File: src/rtl/pcu_pkg.sv
package pcu_pkg;

    localparam int ADDR_W    = 20;
    localparam int DATA_W    = 16;
    localparam int LOG_W     = 16;
    localparam int QSEL_W    = 2;
    localparam int N_QUAD    = 1 << QSEL_W;
    localparam int POS_W     = $clog2(DATA_W);
    localparam logic [15:0] CTRL_RESET = 16'h00C6;

    typedef struct packed {
        logic [7:0]        spare;
        logic              par_on;
        logic              ecc_data;
        logic              ecc_fetch;
        logic              odd;
        logic [N_QUAD-1:0] quad_on;
    } ctrl_t;

    typedef struct packed {
        logic ecc;
        logic par;
        logic odd;
    } policy_t;

    function automatic logic parity_of(input logic [DATA_W-1:0] d, input logic odd);
        return (^d) ^ odd;
    endfunction

    function automatic logic [DATA_W-1:0] onehot_of(input logic [POS_W-1:0] p);
        logic [DATA_W-1:0] m;
        m = '0;
        m[p] = 1'b1;
        return m;
    endfunction

endpackage

File: src/rtl/pcu_ctrl_reg.sv
module pcu_ctrl_reg
    import pcu_pkg::*;
(
    input  logic        clk,
    input  logic        rst,
    input  logic        we,
    input  logic [15:0] wdata,
    output ctrl_t       ctrl
);
    always_ff @(posedge clk) begin
        if (rst)
            ctrl <= ctrl_t'(CTRL_RESET);
        else if (we)
            ctrl <= ctrl_t'(wdata);
    end
endmodule

File: src/rtl/pcu_policy.sv
module pcu_policy
    import pcu_pkg::*;
#(
    parameter int AW = ADDR_W
) (
    input  ctrl_t          ctrl,
    input  logic [AW-1:0]  addr,
    input  logic           fetch,
    output policy_t        pol
);
    localparam int QTOP = AW - 1;
    localparam int QLOW = AW - QSEL_W;

    logic [N_QUAD-1:0] hit;

    for (genvar q = 0; q < N_QUAD; q++) begin : g_quad
        assign hit[q] = (addr[QTOP:QLOW] == QSEL_W'(q)) && ctrl.quad_on[q];
    end

    logic region_on;
    logic ecc_any;
    assign region_on = |hit;
    assign ecc_any   = ctrl.ecc_fetch | ctrl.ecc_data;

    always_comb begin
        pol.odd = ctrl.odd;
        pol.ecc = region_on && (fetch ? ctrl.ecc_fetch : ctrl.ecc_data);
        pol.par = region_on && ctrl.par_on && !ecc_any;
    end
endmodule

File: src/rtl/pcu_fail_log.sv
module pcu_fail_log
    import pcu_pkg::*;
#(
    parameter int DW = DATA_W,
    parameter int LW = LOG_W,
    parameter int PW = POS_W
) (
    input  logic          clk,
    input  logic          rst,
    input  logic          clr,
    input  logic          par_fail,
    input  logic          corr_fail,
    input  logic [LW-1:0] addr_low,
    input  logic [PW-1:0] pos,
    output logic          err_q,
    output logic          valid_q,
    output logic [LW-1:0] addr_q,
    output logic [DW-1:0] mask_q
);
    logic load;
    assign load = (par_fail || corr_fail) && !valid_q && !clr;

    always_ff @(posedge clk) begin
        if (rst) begin
            err_q   <= 1'b0;
            valid_q <= 1'b0;
            addr_q  <= '0;
            mask_q  <= '0;
        end else begin
            err_q <= par_fail;
            if (clr) begin
                valid_q <= 1'b0;
                addr_q  <= '0;
                mask_q  <= '0;
            end else if (load) begin
                valid_q <= 1'b1;
                addr_q  <= addr_low;
                mask_q  <= corr_fail ? onehot_of(pos) : '0;
            end
        end
    end
endmodule

File: src/rtl/pcu_parity_policy.sv
module pcu_parity_policy
    import pcu_pkg::*;
(
    input  logic              clk,
    input  logic              rst,
    input  logic              ctrl_we,
    input  logic [15:0]       ctrl_wdata,
    input  logic              acc_valid,
    input  logic [ADDR_W-1:0] acc_addr,
    input  logic              acc_fetch,
    input  logic              acc_write,
    input  logic [DATA_W-1:0] acc_wdata,
    input  logic [DATA_W-1:0] rd_data,
    input  logic              rd_check,
    input  logic              corr_valid,
    input  logic [POS_W-1:0]  corr_pos,
    input  logic              fail_clr,
    output logic              chk_en,
    output logic              ecc_sel,
    output logic              par_sel,
    output logic              gen_parity,
    output logic              par_err,
    output logic              fail_valid,
    output logic [LOG_W-1:0]  fail_addr,
    output logic [DATA_W-1:0] fail_data
);
    ctrl_t   ctrl;
    policy_t pol;
    logic    rd_ok;
    logic    par_fail;
    logic    corr_fail;

    pcu_ctrl_reg u_ctrl (
        .clk   (clk),
        .rst   (rst),
        .we    (ctrl_we),
        .wdata (ctrl_wdata),
        .ctrl  (ctrl)
    );

    pcu_policy #(.AW(ADDR_W)) u_pol (
        .ctrl  (ctrl),
        .addr  (acc_addr),
        .fetch (acc_fetch),
        .pol   (pol)
    );

    assign rd_ok     = acc_valid && !acc_write;
    assign par_fail  = rd_ok && pol.par && (parity_of(rd_data, pol.odd) != rd_check);
    assign corr_fail = rd_ok && pol.ecc && corr_valid;

    pcu_fail_log #(.DW(DATA_W), .LW(LOG_W), .PW(POS_W)) u_log (
        .clk       (clk),
        .rst       (rst),
        .clr       (fail_clr),
        .par_fail  (par_fail),
        .corr_fail (corr_fail),
        .addr_low  (acc_addr[LOG_W-1:0]),
        .pos       (corr_pos),
        .err_q     (par_err),
        .valid_q   (fail_valid),
        .addr_q    (fail_addr),
        .mask_q    (fail_data)
    );

    assign ecc_sel    = pol.ecc;
    assign par_sel    = pol.par;
    assign chk_en     = pol.ecc | pol.par;
    assign gen_parity = parity_of(acc_wdata, pol.odd);
endmodule


File: config.mk
export PLATFORM = sky130hd
export DESIGN_NAME = pcu_parity_policy
export DESIGN_NICKNAME = d
export VERILOG_FILES = /design/src/rtl/pcu_pkg.sv /design/src/rtl/pcu_ctrl_reg.sv /design/src/rtl/pcu_policy.sv /design/src/rtl/pcu_fail_log.sv /design/src/rtl/pcu_parity_policy.sv
export SDC_FILE = /design/constraint.sdc
export NUM_CORES = 1
export LEC_CHECK = 0
export BUFFER_PORTS_ARGS = -buffer_cell sky130_fd_sc_hd__buf_2
export CORE_MARGIN = 2
export CORE_UTILIZATION = 45
export DETAILED_ROUTE_END_ITERATION = 7
export GPL_TIMING_DRIVEN = 0
export PLACE_DENSITY = 0.78
export SETUP_SLACK_MARGIN = 0.1
export SLEW_MARGIN = 20
export SYNTH_ARGS = -nofsm -noshare
export SYNTH_HDL_FRONTEND = slang
export SYNTH_SLANG_ARGS = --single-unit
export TNS_END_PERCENT = 30
File: constraint.sdc
create_clock -name clk -period 5.66 [get_ports clk]
set_clock_uncertainty 0.1 [all_clocks]
set_input_delay 1.132 -clock clk [delete_from_list [all_inputs] [get_ports clk]]
set_output_delay 1.132 -clock clk [all_outputs]
set_load 0.02 [all_outputs]
# After elaboration in Yosys (flattened, before gate mapping)
# Index checks and enable logic that the tools add are counted.
op_classes:
  n_lt_le_gt_ge: 2
  n_eq_ne: 4
  n_mux: 4
  bitwise: 4
  n_reduce_logical: 25
op_table:
  columns: ["cell", "n"]
  rows:
  - ["XOR reduction 16 bit", 2]
  - ["two-way mux 16 bit", 1]
  - ["logical AND 1 bit", 15]
  - ["less-than comparator 4 x 5 -> 1 bit (second input constant)", 1]
  - ["demux 1 bit (select 4 bit)", 1]
  - ["equality test 2 bit (second input constant)", 2]
  - [">= comparator 4 x 1 -> 1 bit (second input constant)", 1]
  - ["zero test 1 bit", 4]
  - ["OR reduction 4 bit", 1]
  - ["equality test 2 x 1 -> 1 bit (second input constant)", 1]
  - ["zero test 2 bit", 1]
  - ["two-way mux 1 bit", 2]
  - ["bitwise OR 1 bit", 2]
  - ["OR reduction 2 bit", 1]
  - ["bitwise XOR 1 bit", 2]
  - ["logical OR 1 bit", 1]
  - ["!= test 1 bit", 1]
word_totals:
  register_bits: 42
  in_bits: 81
  output_inout_bits: 38
  word_cells: 48

# Longest topological paths before layout
depth:
  ltp_word: 10
  mapped_depth: 7

# Cells and area by module
# Synthesis repeated with hierarchy kept, for this count alone.
hier_totals:
  cells_unflattened: 250
  area_unflattened_um2: 2334.7
modules_own_cells:
  columns: ["module", "n_inst", "cells_per_inst", "area_each_um2", "seq_area_each_um2"]
  rows:
  - ["pcu_fail_log", 1, 157, 1348.8, 680.7]
  - ["pcu_ctrl_reg", 1, 52, 589.3, 320.3]
  - ["pcu_parity_policy", 1, 35, 340.3, 0.0]
  - ["pcu_policy", 1, 6, 56.3, 0.0]

# Least setup slack after synthesis
# No wires, ideal clock.
synth_timing:
  path_kind: "input to output"
  from: "input acc_addr[18]"
  to: "output chk_en"
  t_arrival_ns: 2.224
  path_slack_ns: 2.204
  stages: 3
  path_buffers: 0
  path_cell_list: "mux4_2 > and2_2 > or2_2"
synth_via:
  elab_cells_between_ends: 13
  cone_classes: "eq/ne: 3; bitwise: 1; reduce/logical: 9"
synth_rtl:
  columns: ["item", "line_no", "source"]
  rows:
  - ["start, declared", "pcu_parity_policy.sv:9", "input logic [ADDR_W-1:0] acc_addr,"]
  - ["equality test 2 x 1 -> 1 bit, or another cell as far along", "pcu_policy.sv:17", "assign hit[q] = (addr[QTOP:QLOW] == QSEL_W'(q)) && ctrl.quad_on[q];"]
  - ["logical AND 1 bit", "pcu_policy.sv:17", null]
  - ["OR reduction 4 bit *", "pcu_policy.sv:22", "assign region_on = |hit;"]
  - ["logical AND 1 bit *", "pcu_policy.sv:27", "pol.ecc = region_on && (fetch ? ctrl.ecc_fetch : ctrl.ecc_data);"]
  - ["net ecc_sel", "pcu_parity_policy.sv:19", "output logic ecc_sel,"]
  - ["bitwise OR 1 bit *", "pcu_parity_policy.sv:68", "assign chk_en = pol.ecc | pol.par;"]
  - ["end, declared", "pcu_parity_policy.sv:18", "output logic chk_en,"]
# The timed path passes the listed nets; every way through them passes the cells marked *.

# Worst setup path after layout
layout_timing:
  from: "input acc_addr[18]"
  to: "output chk_en"
layout_via:
  elab_chain_len: 6
  elab_cells_between_ends: 13
  cone_classes: "eq/ne: 3; bitwise: 1; reduce/logical: 9"
layout_lines:
  columns: ["item", "line_no", "source"]
  rows:
  - ["equality test 2 x 1 -> 1 bit, or another cell as far along", "pcu_policy.sv:17", null]
  - ["logical AND 1 bit", "pcu_policy.sv:17", null]
  - ["OR reduction 4 bit *", "pcu_policy.sv:22", null]
  - ["logical AND 1 bit (2 in a row)", "pcu_policy.sv:28", "pol.par = region_on && ctrl.par_on && !ecc_any;"]
  - ["bitwise OR 1 bit *", "pcu_parity_policy.sv:68", null]
# Mark *: on every way between the ends. The rest lies on a longest branch, timed or not.

==> results.txt <==
The run finished with clean final reports. The most used cell along the critical path is sky130_fd_sc_hd__buf_2. The flip-flop and latch count after synthesis came out at 42. Data arrives at the worst endpoint at 2390 ps. The mean area per synthesized cell is 8.95 um2. The detail route stage leaves a number of antenna-violating nets equal to 0. The setup violation total in the final timing report is 0. The largest fanout on the critical path is 4. Traced cell by cell, the critical path runs through buf_2, mux4_2, and2_2, or2_2, buf_2. Of the total synthesized cell area, the portion taken by XOR and XNOR cells is 0.118. Headroom to the max-slew limit came out at 0.506. The critical path buffer and inverter count is 2. In the final routed layout, each cell accounts on average for 14.8 um.

The starting density of the core came out at 0.473. After synthesis, the largest family of logic cells by area is simple AND/OR/NAND/NOR gates. The fraction of synthesized area in multiplexers is 0.0391.

The worst-case clock buffer depth is 2. The via count of the first global-routing pass came out at 2454. The post-synth net total is 356. The library cells used most frequently in the layout, excluding fill and tap cells, are sky130_fd_sc_hd__buf_2 (108), sky130_fd_sc_hd__dfxtp_1 (42), sky130_fd_sc_hd__xnor2_1 (25). Summed over all layers, the global routing overflow is 0. The layout cell share with drive strength beyond 1 is 0.339. The final routed DRC violation total is 0. The number of primary I/O pins came out at 119. The count of port buffers added during placement came out at 106.

After filler insertion, the fill cell instance count of the layout stands at 511. The final critical-path share of the clock period is 0.640. The area of the core is 5200 um2.

The number of H-tree branching levels came out at 2. The power density over the cells is 209 nW/um2. The path class of the tightest hold or removal check is flop to flop. The clock transition time at the flip-flop clock pins of the worst setup and hold paths is 70 ps. The critical path is of the input port to primary output type.

Relative to the synthesized area, the layout overhead comes to 28.5%. The number of endpoints with negative hold slack in the final report is 0. The die covers 6080 um2.

The maximum resistive drop on vdd is 0.127 mV. For this run, the register share of the synthesized area comes to 0.342. Cell internal power was estimated by the tool at 0.000475 W. The switching share of total power came out at 0.281.

The number of max-cap violations came out at 0. The number of optimization iterations in the first detailed-route pass is 4. The largest individual stage delay along the critical path comes from the cell sky130_fd_sc_hd__mux4_2. The combinational power share is 0.245. The count of distinct cell types in the synthesized netlist is 44.

At the pin with the least slew margin, the transition time is 735 ps. The clock sink count is 42. In this run the clock root is driven by a sky130_fd_sc_hd__clkbuf_8. The number of buffers inserted for hold repair after clock tree synthesis is 0. The total number of vias is 2550.

The number of placed instances, taps included came out at 451. The global-route wire length before repair is 10900 um. The clock period minus final worst setup slack came out at 3630 ps. The number of pins with negative max-slew slack in the final report is 0.

Across every metal layer, demand over resource in global routing totals 0.221. The number of antenna violations at the first check in global routing is 0. The fmax came out at 276 MHz. At the end of routability-driven placement, the weighted congestion stood at 0.807. The number of buffers added for setup after CTS is 0. Leaving out filler cells and counting taps, the final layout contains 457.

The critical path data required time came out at 4430 ps. The sequential share of power came out at 0.460. The cell area that synthesis handed to floorplanning was 2460 um2. The critical path's top delay family is multiplexers.

The die extent in x came out at 78.0 um. The via density per instance came out at 5.58. The insertion delay to the later sink of the worst-skew pair is 290 ps. The worst setup path is captured at a primary output. Once the clock tree was built, the resizer swapped 0 gates to a different size. The cell count after synthesis came out at 275. The synthesized-area fraction occupied by adder cells is 0. Of the total synthesized cell area, the portion taken by AND, OR, NAND and NOR gates is 0.261. TritonCTS built the clock tree. The half-perimeter wire length after placement came out at 5020 um. The number of buffers inserted during clock tree synthesis is 5. The initial DRC count is 134. The y dimension of the die is 78.0 um. STA classifies the critical path startpoint as an input port.

For this run, the number of Yosys warnings is 0. The static leakage is 1.33 nW. The compound-cell area share of the yosys netlist is 0.191.

The maximum single-stage delay on the critical path is 530 ps. The setup TNS came out at 0 ps. The layout net count came out at 469. The most common library cell in the layout ignoring fill and taps is sky130_fd_sc_hd__buf_2.

The repair_antennas step left the layout with diodes totalling 0. The switching power came out at 0.000185 W. Setup repair after global routing left no endpoint under its margin.

Entering global routing, the biggest net connects 12 pins. The part of the power in the clock network is 0.296. The worst-case hold slack is 393 ps. The count of standard-cell rows is 26.

The final wirelength is 6760 um.
power groups by stage:
stage               Clock (W)  Combinational [W]  Sequential [W]
global placement            0           0.000157        0.000310
floorplan                   0           0.000109        0.000311
detailed placement          0           0.000161        0.000310
finish               0.000195           0.000161        0.000304
CTS                  0.000196           0.000162        0.000303
global route         0.000208           0.000174        0.000304
synthesized netlist by cell type (all sizes together):
cell type,count,share of area
a211o,4,0.014
a211oi,11,0.042
a21oi,11,0.022
a31oi,14,0.036
a32oi,16,0.057
a41oi,2,0.0071
and2,2,0.0056
and3,1,0.0025
and3b,1,0.0036
buf,6,0.015
clkbuf,21,0.033
dfxtp,42,0.34
inv,1,0.0015
mux2,1,0.0046
mux2i,5,0.025
mux4,1,0.0092
nand2,3,0.0076
nand2b,16,0.041
nand3,16,0.033
nand3b,1,0.0031
nand4,16,0.041
nand4b,1,0.0036
nor2,13,0.020
nor2b,7,0.018
nor3,3,0.0081
nor3b,20,0.063
nor4,2,0.0076
o21a,1,0.0031
o21ai,5,0.010
or2,2,0.0051
xnor2,25,0.089
xnor3,2,0.018
xor2,3,0.011
stage by stage:
step / power (W) / utilization / cell area (um2) / worst slack (ps)
finish: 0.000660 / 0.607 / 3160 / 2030
floorplan: 0.000421 / - / 2460 / 2200
global route: 0.000686 / 0.607 / 3160 / 2000
CTS: 0.000662 / 0.607 / 3160 / 2030
detailed placement: 0.000472 / 0.592 / 3080 / 2030
global placement: 0.000467 / 0.592 / 3080 / 2050
state kept, by name, summed over array words and instances (netlist names):
signal	flops
u_ctrl.ctrl	8
u_log.addr_q	16
u_log.err_q	1
u_log.mask_q	16
u_log.valid_q	1
cells by family (layout without fill, tap and decap cells):
logic type / Yosys count / count (layout)
compound gates: 64 / 64
xor+xnor: 30 / 30
buf+inv: 28 / 140
flops: 42 / 42
mux: 7 / 7
simple gates: 104 / 104
layer usage:
metal	global-route usage	wire length, um
met2	0.403	3330
met4	0.0789	82
met3	0.0523	500
met1	0.250	2850
met5	0	0
worst register-to-register path: stages, from the launching register on:
cell and delay (ps):
sky130_fd_sc_hd__dfxtp_1 360, sky130_fd_sc_hd__clkbuf_1 330, sky130_fd_sc_hd__clkbuf_1 440, sky130_fd_sc_hd__clkbuf_1 430, sky130_fd_sc_hd__a21oi_1 80, sky130_fd_sc_hd__a211oi_1 300
cell type report:
| class | count | area, um2 | share of cell area |
|---|---|---|---|
| sequential | 42 | 841 | 0.266 |
| timing repair buffer | 106 | 531 | 0.168 |
| inverter | 1 | 3.75 | 0.00119 |
| clock buffer | 6 | 82.6 | 0.0261 |
| tap | 70 | 87.6 | 0.0277 |
| multi-input combinational | 205 | 1500 | 0.474 |
| buffer | 27 | 116 | 0.0368 |
path summary, 6_finish.rpt:
check                                      from               to  slack, ps  cells past startpoint
worst min register to register  u_log.addr_q[0]  u_log.addr_q[0]        390                      2
worst min-delay path            u_log.addr_q[0]  u_log.addr_q[0]        390                      2
worst max register to register    u_log.valid_q  u_log.mask_q[2]       3530                      5
worst max-delay path               acc_addr[18]           chk_en       2030                      5
No activity file was read; power rests on OpenSTA's default activity.
